<file path="src/rtl/bw_zone_monitor.sv">
module bw_zone_monitor #(
  parameter int BYTES_W   = 8,
  parameter int UNIT_LOG2 = 6,
  parameter int WIN_W     = 24,
  parameter int THR_W     = 12
) (
  input  logic               clk,
  input  logic               rst_n,
  input  logic               beat_valid,
  input  logic [BYTES_W-1:0] beat_bytes,
  input  logic               reg_wr,
  input  logic [4:0]         reg_addr,
  input  logic [31:0]        reg_wdata,
  output logic [31:0]        reg_rdata,
  output logic               irq
);
  localparam int NZ    = 4;
  localparam int CNT_W = 8;
  localparam int ACC_W = WIN_W + BYTES_W;
  localparam logic [4:0] A_CTRL = 5'd0, A_WIN = 5'd1, A_TLO = 5'd2, A_TMID = 5'd3,
                         A_THI = 5'd4, A_ACT = 5'd5, A_LIM = 5'd6, A_IEN = 5'd7,
                         A_STAT = 5'd8, A_ICLR = 5'd9, A_CCLR = 5'd10, A_GEN = 5'd11,
                         A_GCLR = 5'd12;

  logic             run_q, gen_q, gpend_q;
  logic [WIN_W-1:0] win_q, tick_q;
  logic [THR_W-1:0] tlo_q, tmid_q, thi_q;
  logic [31:0]      act_q, lim_q;
  logic [NZ-1:0]    ien_q, stat_q, fire;
  logic [ACC_W-1:0] acc_q;
  logic [NZ*CNT_W-1:0] hit_flat;
  logic [NZ*THR_W-1:0] zmax_flat;

  wire we_ctrl = reg_wr && reg_addr == A_CTRL;
  wire we_win  = reg_wr && reg_addr == A_WIN;
  wire we_tlo  = reg_wr && reg_addr == A_TLO;
  wire we_tmid = reg_wr && reg_addr == A_TMID;
  wire we_thi  = reg_wr && reg_addr == A_THI;
  wire we_act  = reg_wr && reg_addr == A_ACT;
  wire we_lim  = reg_wr && reg_addr == A_LIM;
  wire we_ien  = reg_wr && reg_addr == A_IEN;
  wire we_iclr = reg_wr && reg_addr == A_ICLR;
  wire we_cclr = reg_wr && reg_addr == A_CCLR;
  wire we_gen  = reg_wr && reg_addr == A_GEN;
  wire we_gclr = reg_wr && reg_addr == A_GCLR;

  wire cclr_all  = we_cclr && reg_wdata[1];
  wire cclr_cur  = we_cclr && (reg_wdata[0] || reg_wdata[1]);
  wire gclr      = we_gclr && reg_wdata[0];
  wire local_any = |(stat_q & ien_q);

  logic [WIN_W:0] tick_nx;
  assign tick_nx = {1'b0, tick_q} + {{WIN_W{1'b0}}, 1'b1};
  wire win_end = run_q && (tick_nx >= {1'b0, win_q});
  wire wend    = win_end && !cclr_cur;

  logic [ACC_W-1:0] total, units;
  logic [THR_W-1:0] sat;
  logic [1:0]       zone;
  logic [7:0]       fld;
  assign total = acc_q + {{(ACC_W-BYTES_W){1'b0}}, (beat_valid ? beat_bytes : {BYTES_W{1'b0}})};
  assign units = total >> UNIT_LOG2;
  assign sat   = (|units[ACC_W-1:THR_W]) ? {THR_W{1'b1}} : units[THR_W-1:0];
  assign zone  = (sat > thi_q) ? 2'd3 : (sat > tmid_q) ? 2'd2 : (sat > tlo_q) ? 2'd1 : 2'd0;
  assign fld   = act_q[{zone, 3'b000} +: 8];

  always_ff @(posedge clk or negedge rst_n) begin
    if (!rst_n) begin
      run_q <= 1'b0; win_q <= '0; tlo_q <= '0; tmid_q <= '0; thi_q <= '0;
      act_q <= '0; lim_q <= '1; ien_q <= '0; gen_q <= 1'b0;
    end else begin
      if (we_ctrl) run_q  <= reg_wdata[0];
      if (we_win)  win_q  <= reg_wdata[WIN_W-1:0];
      if (we_tlo)  tlo_q  <= reg_wdata[THR_W-1:0];
      if (we_tmid) tmid_q <= reg_wdata[THR_W-1:0];
      if (we_thi)  thi_q  <= reg_wdata[THR_W-1:0];
      if (we_act)  act_q  <= reg_wdata;
      if (we_lim)  lim_q  <= reg_wdata;
      if (we_ien)  ien_q  <= reg_wdata[NZ-1:0];
      if (we_gen)  gen_q  <= reg_wdata[0];
    end
  end

  always_ff @(posedge clk or negedge rst_n) begin
    if (!rst_n) begin
      tick_q <= '0; acc_q <= '0;
    end else if (!run_q || cclr_cur || win_end) begin
      tick_q <= '0; acc_q <= '0;
    end else begin
      tick_q <= tick_nx[WIN_W-1:0]; acc_q <= total;
    end
  end

  for (genvar z = 0; z < NZ; z++) begin : g_zone
    logic [CNT_W-1:0] hit_q, hit_up;
    logic [THR_W-1:0] zmax_q;
    wire [1:0]       slot = fld[2*z +: 2];
    wire [CNT_W-1:0] lim  = lim_q[CNT_W*z +: CNT_W];
    wire inc = wend && slot == 2'b10;
    wire clr = wend && slot[0];
    assign hit_up  = (hit_q == {CNT_W{1'b1}}) ? hit_q : hit_q + 1'b1;
    assign fire[z] = inc && hit_up >= lim && lim != {CNT_W{1'b1}};
    always_ff @(posedge clk or negedge rst_n) begin
      if (!rst_n)                hit_q <= '0;
      else if (cclr_cur || clr)  hit_q <= '0;
      else if (inc)              hit_q <= hit_up;
    end
    always_ff @(posedge clk or negedge rst_n) begin
      if (!rst_n)                                   zmax_q <= '0;
      else if (cclr_all)                            zmax_q <= '0;
      else if (wend && zone == z && sat > zmax_q)   zmax_q <= sat;
    end
    assign hit_flat[CNT_W*z +: CNT_W]  = hit_q;
    assign zmax_flat[THR_W*z +: THR_W] = zmax_q;
  end

  always_ff @(posedge clk or negedge rst_n) begin
    if (!rst_n) begin
      stat_q <= '0; gpend_q <= 1'b0;
    end else begin
      stat_q  <= (stat_q & ~(we_iclr ? reg_wdata[NZ-1:0] : {NZ{1'b0}})) | fire;
      gpend_q <= local_any || (gpend_q && !gclr);
    end
  end

  assign irq = gen_q && gpend_q;

  always_comb begin
    reg_rdata = '0;
    if (reg_addr[4]) begin
      if (reg_addr[3:2] == 2'b00)
        reg_rdata[THR_W-1:0] = zmax_flat[THR_W*reg_addr[1:0] +: THR_W];
    end else begin
      case (reg_addr)
        A_CTRL:  reg_rdata[0]         = run_q;
        A_WIN:   reg_rdata[WIN_W-1:0] = win_q;
        A_TLO:   reg_rdata[THR_W-1:0] = tlo_q;
        A_TMID:  reg_rdata[THR_W-1:0] = tmid_q;
        A_THI:   reg_rdata[THR_W-1:0] = thi_q;
        A_ACT:   reg_rdata            = act_q;
        A_LIM:   reg_rdata            = lim_q;
        A_IEN:   reg_rdata[NZ-1:0]    = ien_q;
        A_STAT:  reg_rdata[NZ-1:0]    = stat_q;
        A_GEN:   reg_rdata[0]         = gen_q;
        default: reg_rdata            = '0;
      endcase
    end
  end
endmodule


</file>
<file path="config.mk">
export PLATFORM = sky130hd
export DESIGN_NAME = bw_zone_monitor
export DESIGN_NICKNAME = d
export VERILOG_FILES = /design/src/rtl/bw_zone_monitor.sv
export SDC_FILE = /design/constraint.sdc
export NUM_CORES = 1
export LEC_CHECK = 0
export BUFFER_PORTS_ARGS = -buffer_cell sky130_fd_sc_hd__buf_2
export CORE_ASPECT_RATIO = 0.7
export CORE_MARGIN = 2
export CORE_UTILIZATION = 50
export CTS_CLUSTER_SIZE = 40
export DETAILED_ROUTE_END_ITERATION = 10
export PLACE_DENSITY = 0.68
export SYNTH_ARGS = -nofsm -noshare
export SYNTH_HDL_FRONTEND = slang
export SYNTH_SLANG_ARGS = --single-unit
</file>
<file path="constraint.sdc">
create_clock -name clk -period 14.9 [get_ports clk]
set_input_delay 2.98 -clock clk [delete_from_list [all_inputs] [get_ports clk]]
set_output_delay 2.98 -clock clk [all_outputs]
set_load 0.1 [all_outputs]
</file>
==> reports/qor_table.md <==
| Item | This run |
| --- | --- |
| Setup CP Type | input pin to flip-flop |
| 1st-iter DRT viols | 1681 |
| First-pass GRT wire length | 81.3 mm |
| Total clock sinks | 271 |
| Area of the multi-input gates | 0.00970 sq mm |
| Transition at the pin with the smallest max-transition slack | 1330 ps |
| Arrival time of data at the critical path endpoint | 10330 ps |
| Data required time of the critical path | 15300 ps |
| Cell area after synthesis | 0.0175 sq mm |
| Routed Antenna Nets | 0 |
| Post-cts hold buffer count | 0 |
| Highest ir drop seen on vdd | 90.7 uV |
| Count of flip-flops with a built-in enable after synthesis | 0 |
| Detailed-route via count | 14200 |
| Worst Skew | 13.4 ps |
| Kind of start point of the critical path | input pin |
| Minimum clock period after layout | 9930 ps |
| Detailed placement HPWL | 38.1 mm |
| Total number of yosys warnings | 0 |
| Max Fclk | 0.101 GHz |
| Synthesized instance count | 1740 |
| Accumulated negative setup slack | 0 ps |
| Power per standard cell area | 128 mW/mm^2 |
| Setup violators final | 0 |
| Setup repair after global routing missed its margin | false |
| Placer's final routability congestion estimate | 0.916 |
| Synthesized Nets | 1943 |
| Width of the chip | 228 um |
| Source-to-sink clock delay at the later pin of the worst-skew pair | 580 ps |
| Worst slew margin relative to its limit | 0.112 |
| Routed length per instance | 22.4 um |
| Clock tree buffer depth | 3 |
| Type of destination of the critical path | flip-flop |
| Sequential standard cell area | 0.00682 sq mm |
| Clock-pin slew of the registers on the worst-case setup and hold paths | 60 ps |
| Number of max-cap violations | 0 |
| Unique masters post-synth | 87 |
| Starting Density | 0.507 |
| Placeable core region | 0.0346 sq mm |
| Status | finished clean |
| Post-CTS repair timing setup buffer count | 0 |
| Fill cell count | 3064 |
| Ratio of routed vias to standard cells | 6.18 |
| Number of antenna violations at the first check in global routing | 2 |
| Count of nets after finishing | 2000 |
| Overflow left after global routing | 0 |
| Post_cts resized | 0 |
| Detailed Route WL | 51.5 mm |
| Post-synthesis area per instance | 10.1 sq um |
| Clock tree from TritonCTS | built |
| Number of top-level pins | 82 |
| Number of port buffers | 81 |
| Share of async-settable or async-resettable flops after synthesis | 1.00 |
| Largest driver fanout on the critical path | 60 |
| Proportion of layout cells with a drive suffix above 1 | 0.200 |
| Number of max-slew violations in the final report | 0 |
| Fraction of the yosys area taken by sequential cells | 0.389 |
| Classification of the worst-slack hold path | flip-flop to flip-flop |
| CTS root buffer | clkbuf_16 |
| Number of H-tree levels | 1 |
| Smallest setup slack after layout | 4970 ps |
| DP Area | 0.0184 sq mm |
| Flop and latch count out of synthesis | 271 |
| Rows | 57 |
| Total Die Area | 0.0366 sq mm |
| Vias in the first global route | 13700 |
| Period utilisation layout | 0.667 |
| Number of endpoints with negative hold slack in the final report | 0 |
| Commonest register cell after synthesis | dfrtp_1 |
| Leakage Power | 9.12 nW |
| Inserted Clock Buffers | 29 |
| Die Y-Extent | 161 um |
| Number of detailed-route iterations in the first pass | 8 |
| Global-route usage over all layers | 0.283 |
| DP Worst Slack | 4540 ps |
| Maximum number of pins on one net before global-route repair | 152 |
| Synthesis-to-layout area growth | 10.4% |
| Post-route cell area | 0.0194 sq mm |
| Remaining DRCs | 0 |
[cells in the final DEF, fill, tap and decap left out, drive strengths merged, types with 50 or more instances in the layout]
cell / n
dfrtp: 239
inv: 190
ha: 153
mux2: 124
buf: 101
nor2: 85
nand2: 78
a21oi: 65
o21ai: 62
nand4: 60
a21o: 50
[through the flow]
step / hold slack, ps / power (mW) / std cells / util
floorplan: 458 / 1.50 / 1740 / -
global placement: 493 / 1.70 / 2238 / 0.532
detailed placement: 491 / 1.73 / 2238 / 0.532
CTS: 507 / 2.48 / 2292 / 0.560
global route: 543 / 2.62 / 2292 / 0.560
finish: 512 / 2.48 / 2293 / 0.560
[Yosys cell counts (11+ instances only)]
library cell,count,area (sq um)
o21a_1,21,158
nand2_1,77,289
a222oi_1,21,210
and3_1,21,131
nand4_1,58,363
and2_1,20,125
o21ai_0,44,220
xor2_1,33,289
nand2b_1,12,75.1
mux4_2,12,270
a31oi_1,35,219
mux2_2,124,1400
o211ai_1,15,113
nor2_1,83,312
dfrtp_1,239,5980
xnor2_1,34,298
a21oi_1,52,260
nor3_1,19,95.1
inv_1,189,709
clkbuf_1,40,150
buf_2,20,100
o21ai_1,18,90.1
a22o_1,19,166
a21oi_2,11,96.3
a21o_1,50,375
a311oi_1,16,140
ha_1,153,1910
dfstp_2,32,841
nor2b_1,32,200
a22oi_1,27,203
nand3_1,46,230
[state kept, by name (all words and copies together), names as in the netlist, 12 cells and up]
| name | count |
|---|---|
| g_zone.zmax_q | 48 |
| acc_q | 32 |
| act_q | 32 |
| g_zone.hit_q | 32 |
| lim_q | 32 |
| tick_q | 24 |
| win_q | 24 |
| thi_q | 12 |
| tlo_q | 12 |
| tmid_q | 12 |
[layout make-up]
| class | instances | area share |
|---|---|---|
| antenna | 1 | 0.000129 |
| clock buffer | 43 | 0.0423 |
| clock inverter | 11 | 0.00717 |
| inverter | 189 | 0.0366 |
| multi-input combinational | 1205 | 0.501 |
| sequential | 271 | 0.352 |
| tap | 472 | 0.0305 |
| timing repair buffer | 101 | 0.0299 |
[path summary, 6_finish.rpt]
| kind | slack [ps] | end | start | cells past startpoint |
|---|---|---|---|---|
| max | 4970 | g_zone[0].zmax_q[10] | beat_valid | 21 |
| min | 510 | gpend_q | gpend_q | 2 |
| max reg2reg | 7270 | g_zone[0].zmax_q[10] | acc_q[0] | 19 |
| min reg2reg | 510 | gpend_q | gpend_q | 2 |
| max in group asynchronous | 11100 | act_q[18] | rst_n | 2 |
| min in group asynchronous | 2470 | g_zone[3].zmax_q[7] | rst_n | 1 |
[worst max-delay path, cell delays in order]
cell and delay, ps:
buf_2 130, and2_1 150, ha_1 210, fa_1 410, a21o_1 190, a21o_1 230
a2111oi_4 510, nor3_1 250, nand3_1 190, a22oi_1 110, nor4_4 290, buf_4 580
nand2_1 390, ha_1 410, a211oi_1 470, o211ai_2 270, o21ai_1 390, and3_1 550
o311a_1 700, and2_1 680, a311oi_2 200
[metal layers]
layer,share of wire,global-route usage,vias to the layer above
li1,-,-,6536
met1,0.47,0.432,7049
met2,0.41,0.398,537
met3,0.097,0.0776,59
met4,0.015,0.0553,0
met5,0,0,-
[where the power goes]
part | switching [mW] | leakage, nW | internal (mW) | total (mW)
combinational | 0.429 | 5.18 | 0.310 | 0.739
clock | 0.314 | 0.465 | 0.431 | 0.745
sequential | 0.134 | 3.47 | 0.863 | 0.996
[cell families (layout without fill, tap and decap cells)]
| logic type | count (synthesis) | after routing | synth area share |
|---|---|---|---|
| compound gates | 432 | 432 | 0.186 |
| mux | 139 | 139 | 0.0967 |
| other cells | 0 | 1 | 0 |
| buf+inv | 264 | 344 | 0.0599 |
| fa+ha+maj | 154 | 154 | 0.110 |
| xor+xnor | 67 | 67 | 0.0335 |
| flops | 271 | 271 | 0.389 |
| simple gates | 413 | 413 | 0.125 |
Power figures use the tool's default switching activity.
